[src/rtl/gpio_setclr_pkg.sv]
// Shared definitions for the port register block: register offsets and
// the decoded operation type. Assumes byte offsets on a 4-bit field.
package gpio_setclr_pkg;
    localparam logic [3:0] OFS_DATA = 4'h0;
    localparam logic [3:0] OFS_SET  = 4'h4;
    localparam logic [3:0] OFS_CLR  = 4'h8;

    typedef enum logic [1:0] {
        OP_NONE = 2'd0,
        OP_DATA = 2'd1,
        OP_SET  = 2'd2,
        OP_CLR  = 2'd3
    } reg_op_e;
endpackage

[src/rtl/gpio_setclr_decode.sv]
// Address decoder: maps a bus offset to the register it selects.
// Assumes ADDR_W >= 4; any offset not listed decodes to OP_NONE.
module gpio_setclr_decode
    import gpio_setclr_pkg::*;
#(
    parameter int ADDR_W = 4
) (
    input  logic [ADDR_W-1:0] addr,
    output reg_op_e           op
);
    localparam logic [ADDR_W-1:0] A_DATA = ADDR_W'(OFS_DATA);
    localparam logic [ADDR_W-1:0] A_SET  = ADDR_W'(OFS_SET);
    localparam logic [ADDR_W-1:0] A_CLR  = ADDR_W'(OFS_CLR);

    // Select the register named by the offset.
    always_comb begin
        if (addr == A_DATA)     op = OP_DATA;
        else if (addr == A_SET) op = OP_SET;
        else if (addr == A_CLR) op = OP_CLR;
        else                    op = OP_NONE;
    end
endmodule

[src/rtl/gpio_setclr_sync.sv]
// Multi-flop synchronizer for the pin inputs. It assumes the pins are
// asynchronous to clk and that each bit can be synchronized on its own.
module gpio_setclr_sync #(
    parameter int WIDTH  = 8,
    parameter int STAGES = 2
) (
    input  logic             clk,
    input  logic             rst_n,
    input  logic [WIDTH-1:0] d,
    output logic [WIDTH-1:0] q
);
    logic [WIDTH-1:0] chain [STAGES];

    genvar s;
    generate
        for (s = 0; s < STAGES; s++) begin : g_stage
            if (s == 0) begin : g_first
                // First stage captures the raw pins.
                always_ff @(posedge clk) begin
                    if (!rst_n) chain[0] <= '0;
                    else        chain[0] <= d;
                end
            end else begin : g_next
                // Later stages shift toward the output.
                always_ff @(posedge clk) begin
                    if (!rst_n) chain[s] <= '0;
                    else        chain[s] <= chain[s-1];
                end
            end
        end
    endgenerate

    assign q = chain[STAGES-1];
endmodule

[src/rtl/gpio_setclr_latch.sv]
// Output data latch with load, set-by-ones and clear-by-zeros updates.
// Assumes at most one of the three strobes is active per cycle; MASK marks
// the bits that hold state.
module gpio_setclr_latch #(
    parameter int              WIDTH = 8,
    parameter logic [WIDTH-1:0] MASK = '1
) (
    input  logic             clk,
    input  logic             rst_n,
    input  logic             ld_en,
    input  logic             set_en,
    input  logic             clr_en,
    input  logic [WIDTH-1:0] wdata,
    output logic [WIDTH-1:0] q
);
    // Apply the selected update to the implemented bits.
    always_ff @(posedge clk) begin
        if (!rst_n)      q <= '0;
        else if (ld_en)  q <= wdata & MASK;
        else if (set_en) q <= q | (wdata & MASK);
        else if (clr_en) q <= q & wdata & MASK;
    end


    load_value_chk: assert property (@(posedge clk) disable iff (!rst_n)
        ld_en |=> q == ($past(wdata) & MASK));

    set_ones_chk: assert property (@(posedge clk) disable iff (!rst_n)
        (set_en && !ld_en) |=> ((q & $past(wdata) & MASK) == ($past(wdata) & MASK))
                            && ((q & ~$past(wdata)) == ($past(q) & ~$past(wdata))));

    clear_zeros_chk: assert property (@(posedge clk) disable iff (!rst_n)
        (clr_en && !ld_en && !set_en) |=> ((q & ~$past(wdata)) == '0)
                            && ((q & $past(wdata)) == ($past(q) & $past(wdata))));

    upper_bits_chk: assert property (@(posedge clk) disable iff (!rst_n)
        (q & ~MASK) == '0);
endmodule

[src/rtl/gpio_setclr_port.sv]
// Port register block: a data register, a set register and a clear
// register on a synchronous bus, with registered read data. It assumes
// IMPL_W <= PORT_W; bits at or above IMPL_W hold no state and read as zero.
module gpio_setclr_port
    import gpio_setclr_pkg::*;
#(
    parameter int PORT_W = 8,
    parameter int IMPL_W = 8,
    parameter int ADDR_W = 4
) (
    input  logic              clk,
    input  logic              rst_n,
    input  logic [ADDR_W-1:0] addr,
    input  logic              we,
    input  logic [PORT_W-1:0] wdata,
    input  logic              re,
    output logic [PORT_W-1:0] rd_data,
    input  logic [PORT_W-1:0] pins_in,
    output logic [PORT_W-1:0] port_out
);
    localparam logic [PORT_W-1:0] MASK = PORT_W'((1 << IMPL_W) - 1);
    localparam int SYNC_STAGES = 2;

    reg_op_e           op;
    logic [PORT_W-1:0] pins_sync;
    logic [PORT_W-1:0] rd_next;

    gpio_setclr_decode #(.ADDR_W(ADDR_W)) u_decode (
        .addr (addr),
        .op   (op)
    );

    gpio_setclr_sync #(.WIDTH(PORT_W), .STAGES(SYNC_STAGES)) u_sync (
        .clk   (clk),
        .rst_n (rst_n),
        .d     (pins_in),
        .q     (pins_sync)
    );

    gpio_setclr_latch #(.WIDTH(PORT_W), .MASK(MASK)) u_latch (
        .clk    (clk),
        .rst_n  (rst_n),
        .ld_en  (we && op == OP_DATA),
        .set_en (we && op == OP_SET),
        .clr_en (we && op == OP_CLR),
        .wdata  (wdata),
        .q      (port_out)
    );

    // Choose the read value for the selected register.
    always_comb begin
        case (op)
            OP_DATA: rd_next = port_out;
            OP_SET:  rd_next = pins_sync & MASK;
            default: rd_next = '0;
        endcase
    end

    // Register the read data; it holds while no read is issued.
    always_ff @(posedge clk) begin
        if (!rst_n)  rd_data <= '0;
        else if (re) rd_data <= rd_next;
    end


    clear_reads_zero_chk: assert property (@(posedge clk) disable iff (!rst_n)
        (re && op == OP_CLR) |=> rd_data == '0);

    unmapped_write_chk: assert property (@(posedge clk) disable iff (!rst_n)
        (we && op == OP_NONE) |=> $stable(port_out));

    unmapped_read_chk: assert property (@(posedge clk) disable iff (!rst_n)
        (re && op == OP_NONE) |=> rd_data == '0);

    read_before_write_chk: assert property (@(posedge clk) disable iff (!rst_n)
        (re && we && op == OP_DATA) |=> rd_data == $past(port_out));

    read_upper_chk: assert property (@(posedge clk) disable iff (!rst_n)
        (rd_data & ~MASK) == '0);
endmodule

[config.mk]
export PLATFORM = sky130hd
export DESIGN_NAME = gpio_setclr_port
export DESIGN_NICKNAME = d
export VERILOG_FILES = /design/src/rtl/gpio_setclr_pkg.sv /design/src/rtl/gpio_setclr_decode.sv /design/src/rtl/gpio_setclr_sync.sv /design/src/rtl/gpio_setclr_latch.sv /design/src/rtl/gpio_setclr_port.sv
export SDC_FILE = /design/constraint.sdc
export NUM_CORES = 1
export LEC_CHECK = 0
export ABC_AREA = 1
export BUFFER_PORTS_ARGS = -buffer_cell sky130_fd_sc_hd__buf_2
export CORE_MARGIN = 4
export CORE_UTILIZATION = 40
export DETAILED_ROUTE_END_ITERATION = 8
export PLACE_DENSITY = 0.62
export SLEW_MARGIN = 20
export SYNTH_ARGS = -nofsm -noshare
export SYNTH_HDL_FRONTEND = slang
export SYNTH_HIERARCHICAL = 1
export SYNTH_SLANG_ARGS = --single-unit
[constraint.sdc]
create_clock -name clk -period 2.41 [get_ports clk]
set_input_delay 0.1205 -clock clk [delete_from_list [all_inputs] [get_ports clk]]
set_output_delay 0.1205 -clock clk [all_outputs]
set_load 0.005 [all_outputs]
### After elaboration in Yosys (flattened, before gate mapping)

Memories as Yosys holds them, arrays and structs flattened.
Index checks and enable logic that the tools add are counted.

* bits in registers: 16
* RAM bits: 16
* input bits: 24
* output and inout port bits: 16
* logic and storage cells: 28
* memories kept: 1

Memory list
* u_sync.chain: depth 2, width 8, rd ports 2, clocked after Yosys merged registers in 0, wr ports 2, RTL line gpio_setclr_sync.sv:12 `logic [WIDTH-1:0] chain [STAGES];`

* equal/unequal tests: 5
* muxes and demuxes: 11
* bitwise gates (word level): 4
* reduce and logical (&&, ||, !) cells: 5

Operators with widths (number)
* 2-to-1 mux 8 bit: 5
* one-hot mux 8 bit (2 select lines): 1
* AND 8 bit: 1
* bitwise OR 8 bit: 1
* 2-to-1 mux 2 bit: 3
* == test 2 bit, second input constant: 2
* == test 4 x 3 -> 1 bit, second input constant: 1
* == test 4 bit, second input constant: 1
* zero test 4 bit: 1
* logical AND 1 bit: 3
* nonzero test 3 bit: 1
* == test 2 x 1 -> 1 bit, second input constant: 1
* 2-to-1 mux 1 bit: 2
* bitwise OR 1 bit: 2

### Depth between registers and ports, before layout

* word-level depth: 9
* gate-level depth with buffers: 15
* depth with buffers taken out: 13

### Cells and area by module

Netlist, hierarchy kept.

Modules (own cells, without submodules)
* gpio_setclr_latch: instances 1, cells each 112, area each 628.1 sq um, sequential area each 160.2 sq um
* gpio_setclr_sync: instances 1, cells each 50, area each 484.2 sq um, sequential area each 320.3 sq um
* gpio_setclr_port: instances 1, cells each 72, area each 451.7 sq um, sequential area each 160.2 sq um
* gpio_setclr_decode: instances 1, cells each 6, area each 26.3 sq um, sequential area each 0.0 sq um

### Worst setup path before layout

OpenSTA, ideal clock, no wires.

* path kind: input -> register
* start point: in addr[1]
* end point: reg u_latch.q[0]
* library setup time: 109 ps
* data arrival time: 1423 ps
* required time: 2301 ps
* setup slack: 878 ps
* cell stages on the path: 13
* buffers on the path: 2
* path through: nor3_1 > inv_1 > ha_1 > buf_4 > nand2_1 > inv_1 > buf_6 > nor2_8 > nand3_1 > nand2_1 > inv_1 > nand2_1 > inv_1

* longest elaborated chain between the ends: 8
* elaborated cells between the ends (all ways): 15
* classes of those cells: 5 x eq/ne; 5 x mux; 5 x reduce/logical

Ends and longest elaborated chain
* from (decl): RTL line gpio_setclr_port.sv:13 `input logic [ADDR_W-1:0] addr,`
* == test 4 bit: RTL line gpio_setclr_decode.sv:19 `else if (addr == A_CLR) op = OP_CLR;`
* 2-to-1 mux 2 bit: RTL line gpio_setclr_decode.sv:19
* 2-to-1 mux 2 bit: RTL line gpio_setclr_decode.sv:18 `else if (addr == A_SET) op = OP_SET;`
* 2-to-1 mux 2 bit *: RTL line gpio_setclr_decode.sv:17 `if (addr == A_DATA) op = OP_DATA;`
* == test 2 bit: RTL line gpio_setclr_port.sv:44 `.set_en (we && op == OP_SET),`
* logical AND 1 bit: RTL line gpio_setclr_port.sv:44
* 2-to-1 mux 8 bit: RTL line gpio_setclr_latch.sv:20 `else if (set_en) q <= q | (wdata & MASK);`
* 2-to-1 mux 8 bit: RTL line gpio_setclr_latch.sv:19 `else if (ld_en) q <= wdata & MASK;`
* to (signal assigned): RTL line gpio_setclr_latch.sv:19
* to (signal assigned): RTL line gpio_setclr_latch.sv:20
* to (signal assigned): RTL line gpio_setclr_latch.sv:21 `else if (clr_en) q <= q & wdata & MASK;`
* to (decl): RTL line gpio_setclr_latch.sv:14 `output logic [WIDTH-1:0] q`

Every way passes the cells marked *; elsewhere a longest branch is shown, timed or not.
A chain may end at the register's enable or synchronous reset.

### Worst setup path in the final report

* start point: in addr[1]
* end point: reg u_latch.q[4]

* longest elaborated chain between the ends: 8
* elaborated cells between the ends (all ways): 15
* classes of those cells: 5 x eq/ne; 5 x mux; 5 x reduce/logical

Ends and longest elaborated chain
* == test 4 bit: RTL line gpio_setclr_decode.sv:19
* 2-to-1 mux 2 bit: RTL line gpio_setclr_decode.sv:19
* 2-to-1 mux 2 bit: RTL line gpio_setclr_decode.sv:18
* 2-to-1 mux 2 bit *: RTL line gpio_setclr_decode.sv:17
* via op[0]: RTL line gpio_setclr_port.sv:24 `reg_op_e op;`
* == test 2 bit: RTL line gpio_setclr_port.sv:44
* logical AND 1 bit: RTL line gpio_setclr_port.sv:44
* 2-to-1 mux 8 bit: RTL line gpio_setclr_latch.sv:20
* 2-to-1 mux 8 bit: RTL line gpio_setclr_latch.sv:19

Mark *: on every way through the listed nets, which the timed path passes. The rest lies on a longest branch.

==> run_results.csv <==
group,metric,value,unit
synth,synth.distinct_cells,20,
run,maxCapViolCount,0,
clock_network,clk_pin_slew,0.07,ns
die,io_pins,40,
setup_path,slowest_stage,"nor3_1",
cells_and_area,drive_gt1_share,21.4,%
pwr,powerDensity,650,mW/mm²
setup_path,crit_path_frequent_cell,"inv_1",
sta,finalSetupViolations,0,
global_route,groute.usage.overall,12.7,%
synth,yosys-top-cells-area,"dfxtp_1, nand2_1, inv_1, nand3_1, buf_6",
sta,hold_viol,0,
routing,wl_per_cell,9.08,µm
setup_path,crit_chain,"buf_2 > nor3_1 > inv_1 > ha_1 > nand2_1 > inv_1 > nor2_8 > nand3_1 > nand2_1 > inv_1 > nand2_1 > inv_1",
sta,fin_skew,0.00680,ns
clock_network,cts_tree,"done",
routing,viasPerCell,4.26,
die,die_h,71.1,µm
clock_network,postCtsSetupBuffers,0,
cells_and_area,finalNonFillerCells,329,
die,die_x,71.1,µm
cells_and_area,final_common_cell,"nand2_1",
cells_and_area,antenna_cells,0,
setup_path,crit_family,"simple AND/OR/NAND/NOR gates",
setup_path,critPathCaptureType,"register",
clock_network,cts_root_buf,"clkbuf_8",
global_route,grt_pass1_vias,1227,
clock_network,insertion_delay,0.28,ns
placed_design,dpl.cell_count,321,
routing,antenna_left,0,
setup_path,cp_num_buf_inv,5,
cells_and_area,nets,307,
clock_network,cts_sinks,32,
synth,ys_seq_area_share,40.3,%
setup_path,cp-start-kind,"input port",
synth,avgSynthCellArea,6.63,µm²
sta,rsz0062_at_grt,"no",
synth,synth_largest_type_area_fraction,40.3,%
global_route,grt_overflow,0,
sta,final_max_slew_viol_count,0,
placed_design,dp_hpwl,2230,µm
setup_path,crit_type,"in -> reg",
global_route,grt_pass1_wl,5220,µm
clock_network,numCtsBuffers,5,
sta,finalCritPeriodShare,66.8,%
routing,finalWirelength,2990,µm
sta,slew_headroom,61.9,%
setup_path,cp_data_required_time,2.59,ns
die,start_util,42.5,%
worst_hold_path,min_path_type,"in -> reg",
routing,dr.pass1.iters,4,
synth,synth_area_leader_cell,"dfxtp_1",
clock_network,cts_buffer_depth,2,
synth,yosys_warnings,6,
pwr,p_leak,1.20,nW
routing,remaining_drc_errors,0,
cells_and_area,area_growth,19.6,%
clock_network,h-tree-depth,2,
die,die-area,0.00505,mm²
sta,period_needed,1.61,ns
routing,drt_iter0_markers,65,
setup_path,slowest_delay,0.34,ns
placed_design,portBuffers,39,
routing,vias,1401,
synth,syn-cell-area,0.00159,mm²
setup_path,crit_fanout,10,
pwr,finalPower,1.24,mW
synth,synthesis.nets,267,
global_route,grt_max_degree,26,
cells_and_area,multi_input_area,651,µm²
pwr,vdd_drop_max,421,µV
die,coreArea,0.00374,mm²
global_route,antenna_found_initial,0,
cells_and_area,layout_common_cells,"nand2_1, inv_1, buf_2",
clock_network,ctsResizeCount,0,
sta,setup_tns,0,ns
cells_and_area,regArea,641,µm²
clock_network,ctsHoldBuffers,0,
status,outcome,"complete, no violations",
setup_path,critPathArrivalTime,1.79,ns
sta,max_freq,0.621,GHz
cells_and_area,nFillCells,392,
die,rows,22,
synth,synth_seq_cells,32,
placed_design,gp_congestion,0.770,
sta,worst_slew_pin_slew,0.572,ns
synth,syn_inst,240,
[routing by layer]
metal	part of all wire, %	vias to the layer above	global-route usage, %
met5	0	-	0
met4	1.4	0	5.01
met3	7.1	5	4.26
met2	43	32	18.8
met1	49	591	17.0
li1	-	773	-
[report_power, final]
part           switching [mW]  internal (mW)  leakage [nW]
Sequential             0.0114          0.551         0.262
Combinational          0.0751         0.0528         0.872
Clock                   0.182          0.364        0.0645
Total                   0.269          0.968          1.20
[sequential cells by signal, summed over array words and instances (netlist names)]
register      flops
u_sync/chain     16
rd_data           8
u_latch/q         8
[stage by stage]
step | util [%] | worst slack (ns) | hold slack (ns) | area, µm²
2_1_floorplan | - | 0.878 | 0.212 | 1590
3_3_place_gp | 47.4 | 0.569 | 0.300 | 1780
3_5_place_dp | 47.4 | 0.523 | 0.304 | 1780
4_1_cts | 50.8 | 0.808 | 0.0157 | 1900
5_1_grt | 50.8 | 0.583 | 0.0228 | 1900
6_report | 50.8 | 0.800 | 0.0248 | 1900
[worst min-delay path, delay by kind of cell]
family / cells / cell delay, ns
buffers and inverters: 2 / 0.11
AND/OR/NAND/NOR: 1 / 0.04
[cells by family after synthesis]
logic type      count (synthesis)  share of synthesized area [%]
buf+inv                        65                           18.8
fa+ha+maj                       3                           2.36
simple gates                  124                           33.5
compound gates                 16                           5.04
flops                          32                           40.3
[cell usage after synthesis, drive strengths merged]
cell and n:
inv 56, nor3 1, a21oi 8, ha 3
nor2 13, nand2 94, buf 8, dfxtp 32
clkinv 1, nand3 16, o21ai 8
[worst paths after layout]
path	cells after the start	slack (ns)	from	end
setup / recovery	12	0.80	addr[1]	u_latch/q[4]
hold / removal	3	0.02	pins_in[0]	u_sync/chain[0][0]
setup reg to reg	6	1.61	u_latch/q[4]	u_latch/q[4]
hold reg to reg	2	0.41	u_sync/chain[0][6]	u_sync/chain[1][6]
[cell type report]
type | instances | share of cell area, %
Multi-Input combinational cell | 143 | 34.2
Clock inverter | 1 | 1.58
Clock buffer | 7 | 5.07
Sequential cell | 32 | 33.7
Timing Repair Buffer | 41 | 11.1
Tap cell | 48 | 3.16
Inverter | 57 | 11.3
Power figures use the tool's default switching activity.
